$ cat src/rtl/nor_seq_pkg.sv
package nor_seq_pkg;
  localparam int ADDR_W = 24;
  localparam int PAGE_W = 8;
  localparam int PAGE_B = 1 << PAGE_W;

  // user request codes
  localparam logic [3:0] OP_READ  = 4'd0;
  localparam logic [3:0] OP_FAST  = 4'd1;
  localparam logic [3:0] OP_PROG  = 4'd2;
  localparam logic [3:0] OP_E4K   = 4'd3;
  localparam logic [3:0] OP_E32K  = 4'd4;
  localparam logic [3:0] OP_E64K  = 4'd5;
  localparam logic [3:0] OP_CHIP  = 4'd6;
  localparam logic [3:0] OP_ID    = 4'd7;
  localparam logic [3:0] OP_RESET = 4'd8;

  // flash command bytes
  localparam logic [7:0] CMD_WREN  = 8'h06;
  localparam logic [7:0] CMD_STAT  = 8'h05;
  localparam logic [7:0] CMD_READ  = 8'h03;
  localparam logic [7:0] CMD_FAST  = 8'h0B;
  localparam logic [7:0] CMD_PROG  = 8'h02;
  localparam logic [7:0] CMD_E4K   = 8'h20;
  localparam logic [7:0] CMD_E32K  = 8'h52;
  localparam logic [7:0] CMD_E64K  = 8'hD8;
  localparam logic [7:0] CMD_CHIP  = 8'hC7;
  localparam logic [7:0] CMD_ID    = 8'h9F;
  localparam logic [7:0] CMD_RSTEN = 8'h66;
  localparam logic [7:0] CMD_RST   = 8'h99;

  typedef enum logic [2:0] {
    PH_WREN, PH_MAIN, PH_POLL, PH_RST1, PH_RST2
  } phase_e;

  typedef enum logic [2:0] {
    S_IDLE, S_GAP, S_LOAD, S_XFER, S_END
  } seq_state_e;
endpackage

$ cat src/rtl/nor_spi_shifter.sv
module nor_spi_shifter #(
  parameter int DIV_W = 8
) (
  input  logic             clk,
  input  logic             rst,
  input  logic [DIV_W-1:0] div,
  input  logic             start,
  input  logic [7:0]       tx,
  output logic             done,
  output logic [7:0]       rx,
  output logic             sclk,
  output logic             mosi,
  input  logic             miso
);
  logic             active;
  logic [DIV_W-1:0] cnt;
  logic [2:0]       bitn;
  logic [7:0]       sh;

  always_ff @(posedge clk) begin
    if (rst) begin
      active <= 1'b0;
      cnt    <= '0;
      bitn   <= '0;
      sh     <= '0;
      rx     <= '0;
      sclk   <= 1'b0;
      mosi   <= 1'b0;
      done   <= 1'b0;
    end else begin
      done <= 1'b0;
      if (!active) begin
        if (start) begin
          active <= 1'b1;
          sh     <= tx;
          mosi   <= tx[7];
          bitn   <= '0;
          cnt    <= '0;
        end
      end else if (cnt == div) begin
        cnt <= '0;
        if (!sclk) begin
          sclk <= 1'b1;
          rx   <= {rx[6:0], miso};
        end else begin
          sclk <= 1'b0;
          if (bitn == 3'd7) begin
            active <= 1'b0;
            done   <= 1'b1;
          end else begin
            bitn <= bitn + 3'd1;
            sh   <= {sh[6:0], 1'b0};
            mosi <= sh[6];
          end
        end
      end else begin
        cnt <= cnt + 1'b1;
      end
    end
  end
endmodule

$ cat src/rtl/nor_frame_plan.sv
module nor_frame_plan
  import nor_seq_pkg::*;
#(
  parameter int LEN_W    = 16,
  parameter int ID_BYTES = 3
) (
  input  phase_e            ph,
  input  logic [3:0]        op,
  input  logic [PAGE_W-1:0] page_off,
  input  logic [LEN_W-1:0]  rem,
  output logic [7:0]        opcode,
  output logic [2:0]        hdr_n,
  output logic [LEN_W:0]    data_n,
  output logic [LEN_W:0]    chunk,
  output logic              tx_user,
  output logic              rx_user,
  output logic              is_prog,
  output logic              is_erase
);
  localparam int FL_W = LEN_W + 1;

  logic [FL_W-1:0] space;
  logic [FL_W-1:0] rem_x;

  always_comb begin
    rem_x    = FL_W'(rem);
    space    = FL_W'(PAGE_B) - FL_W'(page_off);
    chunk    = (rem_x < space) ? rem_x : space;
    is_prog  = (op == OP_PROG);
    is_erase = (op == OP_E4K) || (op == OP_E32K) || (op == OP_E64K) || (op == OP_CHIP);
    opcode   = CMD_WREN;
    hdr_n    = 3'd1;
    data_n   = '0;
    tx_user  = 1'b0;
    rx_user  = 1'b0;
    case (ph)
      PH_WREN: opcode = CMD_WREN;
      PH_POLL: begin
        opcode = CMD_STAT;
        data_n = FL_W'(1);
      end
      PH_RST1: opcode = CMD_RSTEN;
      PH_RST2: opcode = CMD_RST;
      default: begin
        case (op)
          OP_READ: begin
            opcode  = CMD_READ;
            hdr_n   = 3'd4;
            data_n  = rem_x;
            rx_user = 1'b1;
          end
          OP_FAST: begin
            opcode  = CMD_FAST;
            hdr_n   = 3'd5;
            data_n  = rem_x;
            rx_user = 1'b1;
          end
          OP_PROG: begin
            opcode  = CMD_PROG;
            hdr_n   = 3'd4;
            data_n  = chunk;
            tx_user = 1'b1;
          end
          OP_E4K: begin
            opcode = CMD_E4K;
            hdr_n  = 3'd4;
          end
          OP_E32K: begin
            opcode = CMD_E32K;
            hdr_n  = 3'd4;
          end
          OP_E64K: begin
            opcode = CMD_E64K;
            hdr_n  = 3'd4;
          end
          OP_CHIP: opcode = CMD_CHIP;
          OP_ID: begin
            opcode  = CMD_ID;
            data_n  = FL_W'(ID_BYTES);
            rx_user = 1'b1;
          end
          default: opcode = CMD_WREN;
        endcase
      end
    endcase
  end
endmodule

$ cat src/rtl/nor_cmd_seq.sv
module nor_cmd_seq
  import nor_seq_pkg::*;
#(
  parameter int LEN_W    = 16,
  parameter int DIV_W    = 8,
  parameter int CS_GAP   = 4,
  parameter int ID_BYTES = 3
) (
  input  logic              clk,
  input  logic              rst,
  input  logic [DIV_W-1:0]  cfg_div,
  input  logic              req_valid,
  input  logic [3:0]        req_op,
  input  logic [ADDR_W-1:0] req_addr,
  input  logic [LEN_W-1:0]  req_len,
  output logic              req_ready,
  output logic              done,
  input  logic [7:0]        wr_data,
  input  logic              wr_valid,
  output logic              wr_ready,
  output logic [7:0]        rd_data,
  output logic              rd_valid,
  output logic              spi_cs_n,
  output logic              spi_sclk,
  output logic              spi_mosi,
  input  logic              spi_miso
);
  localparam int FL_W  = LEN_W + 1;
  localparam int GAP_W = $clog2(CS_GAP + 1);

  seq_state_e        st;
  phase_e            ph;
  logic [3:0]        op_q;
  logic [ADDR_W-1:0] addr_q;
  logic [LEN_W-1:0]  rem_q;
  logic [GAP_W-1:0]  gap_cnt;
  logic [FL_W-1:0]   idx;
  logic              cs_n_q;
  logic              eng_start;
  logic [7:0]        eng_tx;
  logic              eng_done;
  logic [7:0]        eng_rx;
  logic              rd_valid_q;
  logic [7:0]        rd_data_q;
  logic              done_q;
  logic              stat_busy;

  logic [7:0]        opcode;
  logic [2:0]        hdr_n;
  logic [FL_W-1:0]   data_n;
  logic [FL_W-1:0]   chunk;
  logic              tx_user, rx_user, is_prog, is_erase;
  logic [FL_W-1:0]   hdr_x;
  logic [FL_W-1:0]   frame_last;
  logic              in_data;
  logic [7:0]        hdr_byte;

  nor_frame_plan #(.LEN_W(LEN_W), .ID_BYTES(ID_BYTES)) u_plan (
    .ph       (ph),
    .op       (op_q),
    .page_off (addr_q[PAGE_W-1:0]),
    .rem      (rem_q),
    .opcode   (opcode),
    .hdr_n    (hdr_n),
    .data_n   (data_n),
    .chunk    (chunk),
    .tx_user  (tx_user),
    .rx_user  (rx_user),
    .is_prog  (is_prog),
    .is_erase (is_erase)
  );

  nor_spi_shifter #(.DIV_W(DIV_W)) u_shift (
    .clk   (clk),
    .rst   (rst),
    .div   (cfg_div),
    .start (eng_start),
    .tx    (eng_tx),
    .done  (eng_done),
    .rx    (eng_rx),
    .sclk  (spi_sclk),
    .mosi  (spi_mosi),
    .miso  (spi_miso)
  );

  always_comb begin
    hdr_x      = FL_W'(hdr_n);
    frame_last = hdr_x + data_n - FL_W'(1);
    in_data    = (idx >= hdr_x);
    case (idx)
      FL_W'(0): hdr_byte = opcode;
      FL_W'(1): hdr_byte = addr_q[23:16];
      FL_W'(2): hdr_byte = addr_q[15:8];
      FL_W'(3): hdr_byte = addr_q[7:0];
      default:  hdr_byte = 8'h00;
    endcase
  end

  always_ff @(posedge clk) begin
    if (rst) begin
      st         <= S_IDLE;
      ph         <= PH_MAIN;
      op_q       <= '0;
      addr_q     <= '0;
      rem_q      <= '0;
      gap_cnt    <= '0;
      idx        <= '0;
      cs_n_q     <= 1'b1;
      eng_start  <= 1'b0;
      eng_tx     <= '0;
      rd_valid_q <= 1'b0;
      rd_data_q  <= '0;
      done_q     <= 1'b0;
      stat_busy  <= 1'b0;
    end else begin
      eng_start  <= 1'b0;
      rd_valid_q <= 1'b0;
      done_q     <= 1'b0;
      case (st)
        S_IDLE: begin
          if (req_valid) begin
            op_q    <= req_op;
            addr_q  <= req_addr;
            rem_q   <= req_len;
            gap_cnt <= '0;
            case (req_op)
              OP_READ, OP_FAST, OP_ID: begin
                ph <= PH_MAIN;
                st <= S_GAP;
              end
              OP_PROG, OP_E4K, OP_E32K, OP_E64K, OP_CHIP: begin
                ph <= PH_WREN;
                st <= S_GAP;
              end
              OP_RESET: begin
                ph <= PH_RST1;
                st <= S_GAP;
              end
              default: done_q <= 1'b1;
            endcase
          end
        end
        S_GAP: begin
          if (gap_cnt == GAP_W'(CS_GAP - 1)) begin
            st     <= S_LOAD;
            idx    <= '0;
            cs_n_q <= 1'b0;
          end else begin
            gap_cnt <= gap_cnt + 1'b1;
          end
        end
        S_LOAD: begin
          if (!in_data) begin
            eng_tx    <= hdr_byte;
            eng_start <= 1'b1;
            st        <= S_XFER;
          end else if (!tx_user) begin
            eng_tx    <= 8'h00;
            eng_start <= 1'b1;
            st        <= S_XFER;
          end else if (wr_valid) begin
            eng_tx    <= wr_data;
            eng_start <= 1'b1;
            st        <= S_XFER;
          end
        end
        S_XFER: begin
          if (eng_done) begin
            if (in_data && rx_user) begin
              rd_valid_q <= 1'b1;
              rd_data_q  <= eng_rx;
            end
            if (in_data && ph == PH_POLL) stat_busy <= eng_rx[0];
            if (idx == frame_last) begin
              cs_n_q <= 1'b1;
              st     <= S_END;
            end else begin
              idx <= idx + 1'b1;
              st  <= S_LOAD;
            end
          end
        end
        S_END: begin
          gap_cnt <= '0;
          st      <= S_GAP;
          case (ph)
            PH_WREN: ph <= PH_MAIN;
            PH_MAIN: begin
              if (is_prog) begin
                addr_q <= addr_q + ADDR_W'(chunk);
                rem_q  <= rem_q - LEN_W'(chunk);
                ph     <= PH_POLL;
              end else if (is_erase) begin
                ph <= PH_POLL;
              end else begin
                done_q <= 1'b1;
                st     <= S_IDLE;
              end
            end
            PH_POLL: begin
              if (stat_busy) begin
                ph <= PH_POLL;
              end else if (is_prog && rem_q != '0) begin
                ph <= PH_WREN;
              end else begin
                done_q <= 1'b1;
                st     <= S_IDLE;
              end
            end
            PH_RST1: ph <= PH_RST2;
            default: begin
              done_q <= 1'b1;
              st     <= S_IDLE;
            end
          endcase
        end
        default: st <= S_IDLE;
      endcase
    end
  end

  assign req_ready = (st == S_IDLE);
  assign wr_ready  = (st == S_LOAD) && in_data && tx_user;
  assign done      = done_q;
  assign rd_valid  = rd_valid_q;
  assign rd_data   = rd_data_q;
  assign spi_cs_n  = cs_n_q;
endmodule

$ cat config.mk
export PLATFORM = sky130hd
export DESIGN_NAME = nor_cmd_seq
export DESIGN_NICKNAME = d
export VERILOG_FILES = /design/src/rtl/nor_seq_pkg.sv /design/src/rtl/nor_spi_shifter.sv /design/src/rtl/nor_frame_plan.sv /design/src/rtl/nor_cmd_seq.sv
export SDC_FILE = /design/constraint.sdc
export NUM_CORES = 1
export LEC_CHECK = 0
export ABC_AREA = 1
export BUFFER_PORTS_ARGS = -buffer_cell sky130_fd_sc_hd__buf_2
export CORE_UTILIZATION = 30
export DETAILED_ROUTE_END_ITERATION = 12
export PLACE_DENSITY_LB_ADDON = 0.15
export RECOVER_POWER = 25
export SLEW_MARGIN = 20
export SYNTH_ARGS = -nofsm -noshare
export SYNTH_HDL_FRONTEND = slang
export SYNTH_SLANG_ARGS = --single-unit
$ cat constraint.sdc
create_clock -name clk -period 4.7 [get_ports clk]
set_input_delay 0.705 -clock clk [delete_from_list [all_inputs] [get_ports clk]]
set_output_delay 0.705 -clock clk [all_outputs]
set_load 0.01 [all_outputs]
# Yosys cells after proc, flatten, opt, wreduce, memory -nomap -nowiden
# Cells that the tools add are included.
[totals] regBits=121 in_bits=65 output_inout_bits=15
[classes] addsub=9 magnitude_cmp=2 n_eq_ne=48 mux=93 bitwise_logic=6 n_reduce_logical=43
[op_table] operator="2-to-1 mux 24 bit" n=3
[op_table] operator="2-to-1 mux 17 bit" n=4
[op_table] operator="case mux 17 bit (2 select lines)" n=2
[op_table] operator="case mux 8 bit (4 select lines)" n=2
[op_table] operator="case mux 8 bit (8 select lines)" n=1
[op_table] operator="2-to-1 mux 3 bit" n=21
[op_table] operator="case mux 17 bit (3 select lines)" n=1
[op_table] operator="2-to-1 mux 16 bit" n=3
[op_table] operator="2-to-1 mux 8 bit" n=6
[op_table] operator="case mux 24 bit (2 select lines)" n=1
[op_table] operator="2-to-1 mux 7 bit" n=5
[op_table] operator="== test 17 x 2 -> 1 bit, second input constant" n=2
[op_table] operator="2-to-1 mux 1 bit" n=33
[op_table] operator="== test 4 x 3 -> 1 bit, second input constant" n=8
[op_table] operator="case mux 16 bit (2 select lines)" n=1
[op_table] operator="adder 24 x 17 -> 24 bit" n=1
[op_table] operator="inequality test 2 bit, second input constant" n=9
[op_table] operator="case mux 3 bit (3 select lines)" n=2
[op_table] operator="adder 17 x 1 -> 17 bit, second input constant" n=1
[op_table] operator="adder 3 x 17 -> 17 bit" n=1
[op_table] operator="== test 17 x 1 -> 1 bit, second input constant" n=1
[op_table] operator="== test 17 bit" n=1
[op_table] operator=">= comparator 17 x 3 -> 1 bit" n=1
[op_table] operator="logical NOT 17 bit" n=1
[op_table] operator="other kinds (41)" n=90

# Longest topological paths before layout
[depth] word_depth=11 ltp_mapped=42

# Modules after synthesis
# A second synthesis with hierarchy kept.
[hier_totals] cells_unflattened=1793 area_unflattened_um2=10871.7
[by_module_without_submodules] module="nor_cmd_seq" instances=1 cells_each=1329 area_each_um2=8121.5 seq_area_each_um2=1821.7
[by_module_without_submodules] module="nor_spi_shifter" instances=1 cells_each=248 area_each_um2=1612.8 seq_area_each_um2=600.6
[by_module_without_submodules] module="nor_frame_plan" instances=1 cells_each=216 area_each_um2=1137.3 seq_area_each_um2=0.0

# Worst setup path before layout
# Ideal clock, no wire load.
[synth_timing] kind="register to register" from="reg addr_q[1]" to="reg idx[2]" arrival_ns=5.009 t_required_ns=4.631 path_slack_ns=-0.378 path_stages_with_launch=41 cell_sequence="dfxtp_1 > inv_1 > ha_1 > nand3_1 > nor3_1 > inv_1 > nor2_1 > inv_1 > nor2_1 > inv_1 > ha_1 > nand2_1 > nor2_1 > nand3_1 > nand4_1 > clkbuf_1 > nand2_1 > o21ai_0 > [5 not listed] > ha_1 > inv_1 > fa_1 > xnor2_1 > inv_1 > o211ai_1 > a2111oi_0 > nand2_1 > nor2_1 > nand2_1 > nor2_1 > nand3_1 > nor2_2 > nand3_4 > nand3_4 > buf_12 > nand2_2 > a21oi_2"
[synth_via] elab_chain_len=10
[synth_rtl] item="from (decl)" line_no="nor_cmd_seq.sv:34" text="logic [ADDR_W-1:0] addr_q;"
[synth_rtl] item="from (signal assigned)" line_no="nor_cmd_seq.sv:123" text="addr_q <= req_addr;"
[synth_rtl] item="from (signal assigned)" line_no="nor_cmd_seq.sv:190" text="addr_q <= addr_q + ADDR_W'(chunk);"
[synth_rtl] item="subtractor 9 x 8 -> 10 bit *" line_no="nor_frame_plan.sv:27" text="space = FL_W'(PAGE_B) - FL_W'(page_off);"
[synth_rtl] item="less-than comparator 16 x 17 -> 1 bit" line_no="nor_frame_plan.sv:28" text="chunk = (rem_x < space) ? rem_x : space;"
[synth_rtl] item="2-to-1 mux 17 bit *" line_no="nor_frame_plan.sv:28"
[synth_rtl] item="case mux 17 bit (3 select lines) *" line_no="nor_frame_plan.sv:45" text="case (op)"
[synth_rtl] item="case mux 17 bit (2 select lines) *" line_no="nor_frame_plan.sv:36" text="case (ph)"
[synth_rtl] item="adder 3 x 17 -> 17 bit *" line_no="nor_cmd_seq.sv:88" text="frame_last = hdr_x + data_n - FL_W'(1);"
[synth_rtl] item="subtractor 17 x 1 -> 17 bit *" line_no="nor_cmd_seq.sv:88"
[synth_rtl] item="== test 17 bit *" line_no="nor_cmd_seq.sv:174" text="if (idx == frame_last) begin"
[synth_rtl] item="inequality test 2 bit (no source line) *"
[synth_rtl] item="AND reduction 4 bit (no source line) *"
[synth_rtl] item="to (signal assigned)" line_no="nor_cmd_seq.sv:178" text="idx <= idx + 1'b1;"
[synth_rtl] item="to (decl)" line_no="nor_cmd_seq.sv:37" text="logic [FL_W-1:0] idx;"
# Mark *: on every way between the ends. The rest lies on a longest branch, timed or not.
# A chain may end at the register's enable or synchronous reset.

# Worst setup path in the final report
# Ends and elaborated chain as after synthesis.

==> results.md <==
- RR Startpoint: addr_q[1]
- CP Capture Type: flop
- Crit path buf inv count: 10
- Internal Pwr Total: 0.00487 W
- Inst Count DP: 2069
- Non-Filler Instances: 2138
- FF-to-FF path depth: 41
- Synth area leader: dfxtp_1
- DRC violations left: 0
- Area Growth Syn to Fin: 31.9%
- Core ar.: 31700 sq um
- Clk slew on worst S/H paths: 0.07 ns
- Min Tclk post-route: 5.12 ns
- Worst path top cell family by delay: simple AND/OR/NAND/NOR gates
- Setup TNS: -7.53 ns
- Max Cap Viol: 0
- Clk root buf: clkbuf_16
- Max FO, Critical Path: 6
- DR vias/cell: 4.95
- Via count: 10600
- Fmax: 0.195 GHz
- Final Skew: 0.0148 ns
- Met3 usage: 4.15%
- DRT Wirelength: 33500 um
- Worst skew pair latency: 0.44 ns
- Port Buf Inserts: 79
- RePlAce Congestion: 0.904
- Commonest non-fill, non-tap cells in the layout: 292 x nand2_1, 177 x inv_1, 156 x nor2_1, 143 x buf_4, 119 x dfxtp_1
- Clock sink count: 121
- Final worst setup slack: -0.420 ns
- Final number of setup-violating endpoints: 22
- Clock group share of total power: 16.1%
- Antenna violations before repair: 2
- Crit path from: addr_q[1]
- Switching Share: 46.1%
- Register area share after synthesis: 24.9%
- Post-Syn Area: 9730 sq um
- Psw: 0.00417 W
- Final Hold Vio Count: 0
- Avg Inst Size Synth: 6.41 sq um
- DP HPWL: 25600 um
- Num rows: 65
- Relative slew slack: 31.3%
- Outcome: complete, but fails checks
- All-Layer GR Usage: 20.7%
- Power per Cell Area: 705 nW/um^2
- Sequential Power Share: 14.7%
- Maximum vdd drop: 0.338 mV
- Vias in the first global route: 10200
- First-pass GRT wire length: 54200 um
- Final Cycle Share: 109%
- Die width: 182 um
- I/O Pins: 80
- Yosys cell types: 51
- Routing usage on met1: 28.4%
- Largest net degree at the start of global routing: 77
- CTS Buf Count: 17
- Post-synth top area share: 24.9%
- WHS: 0.442 ns
- Reg2reg setup slack: -0.42 ns
- Hold path depth: 2
- Die Area: 33100 sq um
- Top Usage Layer GRT: met2
- Yosys reg bits: 121
- Drt first pass iters: 5
- Initial DRC Count: 572
- Hold_buf cts: 0
- Placed Area: 11400 sq um
- # fillers: 3460
- Hold Crit Start: rd_data[0]
- CTS max path bufs: 2
- Most common cell after layout, fill and taps aside: nand2_1
- Crit path launch type: flop
- Met2 usage: 32.8%
- Die Y: 182 um
- H-tree levels: 4
- Post-route cell area: 12800 sq um
- Slew @ Worst Pin: 1.03 ns
- CP max stage delay: 0.47 ns
- Yosys warnings: 0
- Reg-to-reg critical path endpoint: idx[2]
- Grt ovf: 0
- Synth top area cells: dfxtp_1 25%, nand2_1 12%, ha_1 7.7%, inv_1 7.5%, nor2_1 6.4%
- Average wire per standard cell: 15.7 um
- Slew Limit Fails: 0
- Final ANT Viol Nets: 0
- WP data arrival: 5.48 ns
- Worst EP required: 5.06 ns
- Tot Pwr: 0.00904 W
- WHS Endpoint: rd_data[0]
- Crit Path Class: flop to flop
- CTS tree: yes
- Slowest CP cell: fa_1
- RSZ-0062 raised after global routing: yes
- Failing checks: setup timing
- Leakage: 5.72 nW
- Starting Density: 30.7%
- Synth Instances: 1518
- Comb pwr share: 69.3%
- Net count, final: 1850
- Worst min path class: flop to flop
- Ratio of cells with drive above 1 in the final layout: 24.4%
## power groups by stage
stage                     registers (W)  logic [W]  clock network (W)
after CTS                       0.00132    0.00590            0.00148
final                           0.00132    0.00626            0.00145
after floorplan                 0.00129    0.00329                  0
after global routing            0.00135    0.00695            0.00154
after detailed placement        0.00134    0.00521                  0
after global placement          0.00134    0.00520                  0
## flip-flops by register name, indices dropped and copies added (netlist names), 3 cells and up
signal and count:
gap_cnt 3, u_shift.cnt 8, rd_data 8, u_shift.sh 7
ph 3, u_shift.bitn 3, addr_q 24, st 3
rem_q 16, eng_tx 8, idx 17, u_shift.rx 8
op_q 4
## cells by family after synthesis
| logic type | Yosys count | share of synthesized area (%) |
|---|---|---|
| AOI/OAI and AO/OA | 332 | 19.9 |
| xor gates and xnor gates | 56 | 5.04 |
| adders and majority gates | 63 | 8.34 |
| buffers and inverters | 257 | 10.2 |
| DFF | 121 | 24.9 |
| other | 1 | 0.0386 |
| and+or+nand+nor | 688 | 31.6 |
## Yosys cell counts (all sizes together)
cell type and instances:
xnor2 17, o22ai 16, nor2 178, a211oi 22, o21bai 1, and3 1, o21ai 102, a21boi 3
nand4 35, o41ai 1, nand3 75, dfxtp 121, xor2 39, nor4 8, and2 2, nor3 29
fa 3, a22oi 2, o21a 2, conb 1, ha 60, a21oi 127, a21o 2, nand3b 8
or2 11, nand2 339, o211ai 13, clkbuf 47, inv 197, a41oi 1, clkinv 4, o221ai 2
o2111ai 1, a2111oi 1, o31ai 5, a221oi 11, a31oi 20, buf 9, nor3b 2
## worst reg2reg max path, delay by kind of cell, from the launching register on
kind / cells / cell delay, ns
and+or+nand+nor: 19 / 1.75
adders and majority gates: 5 / 1.22
buffers and inverters: 10 / 0.84
AOI/OAI and AO/OA: 6 / 0.72
DFF: 1 / 0.34
xor gates and xnor gates: 1 / 0.15
## per-stage QoR
stage / utilization, % / setup WS (ns)
after floorplan: - / -0.119
after global routing: 40.4 / -0.809
final: 40.4 / -0.420
after CTS: 39.6 / -0.433
after global placement: 35.9 / -0.547
after detailed placement: 35.9 / -0.695
## how the worst max path moves through the flow
stage	endpoint	slack, ns	depth (start not counted)
after global placement	idx[16]	-0.55	39
after global routing	idx[2]	-0.81	41
after CTS	idx[3]	-0.43	41
final	idx[2]	-0.42	41
after floorplan	idx[2]	-0.12	39
after detailed placement	addr_q[22]	-0.69	39
## metal layers
metal | up-vias | part of all wire [%]
met2 | 202 | 44
met3 | 39 | 4.7
met5 | - | 0
met4 | 0 | 1.7
met1 | 4893 | 49
li1 | 5455 | -
## final cells by class
class	instances	area, sq um	area share (%)
Timing Repair Buffer	235	1610	12.5
Inverter	201	764	5.96
Clock buffer	22	474	3.70
Tap cell	402	503	3.92
Multi-Input combinational cell	1146	6890	53.7
Clock inverter	10	163	1.27
Sequential cell	121	2430	18.9
Antenna cell	1	2.50	0.0195
## what timing repair did
item                       CTS  global route
cloned                       1             0
setup endpoints to repair   41            40
pin swaps                   28            59
buffers inserted            28            11
resized for setup           73            76
Power figures use the tool's default switching activity.
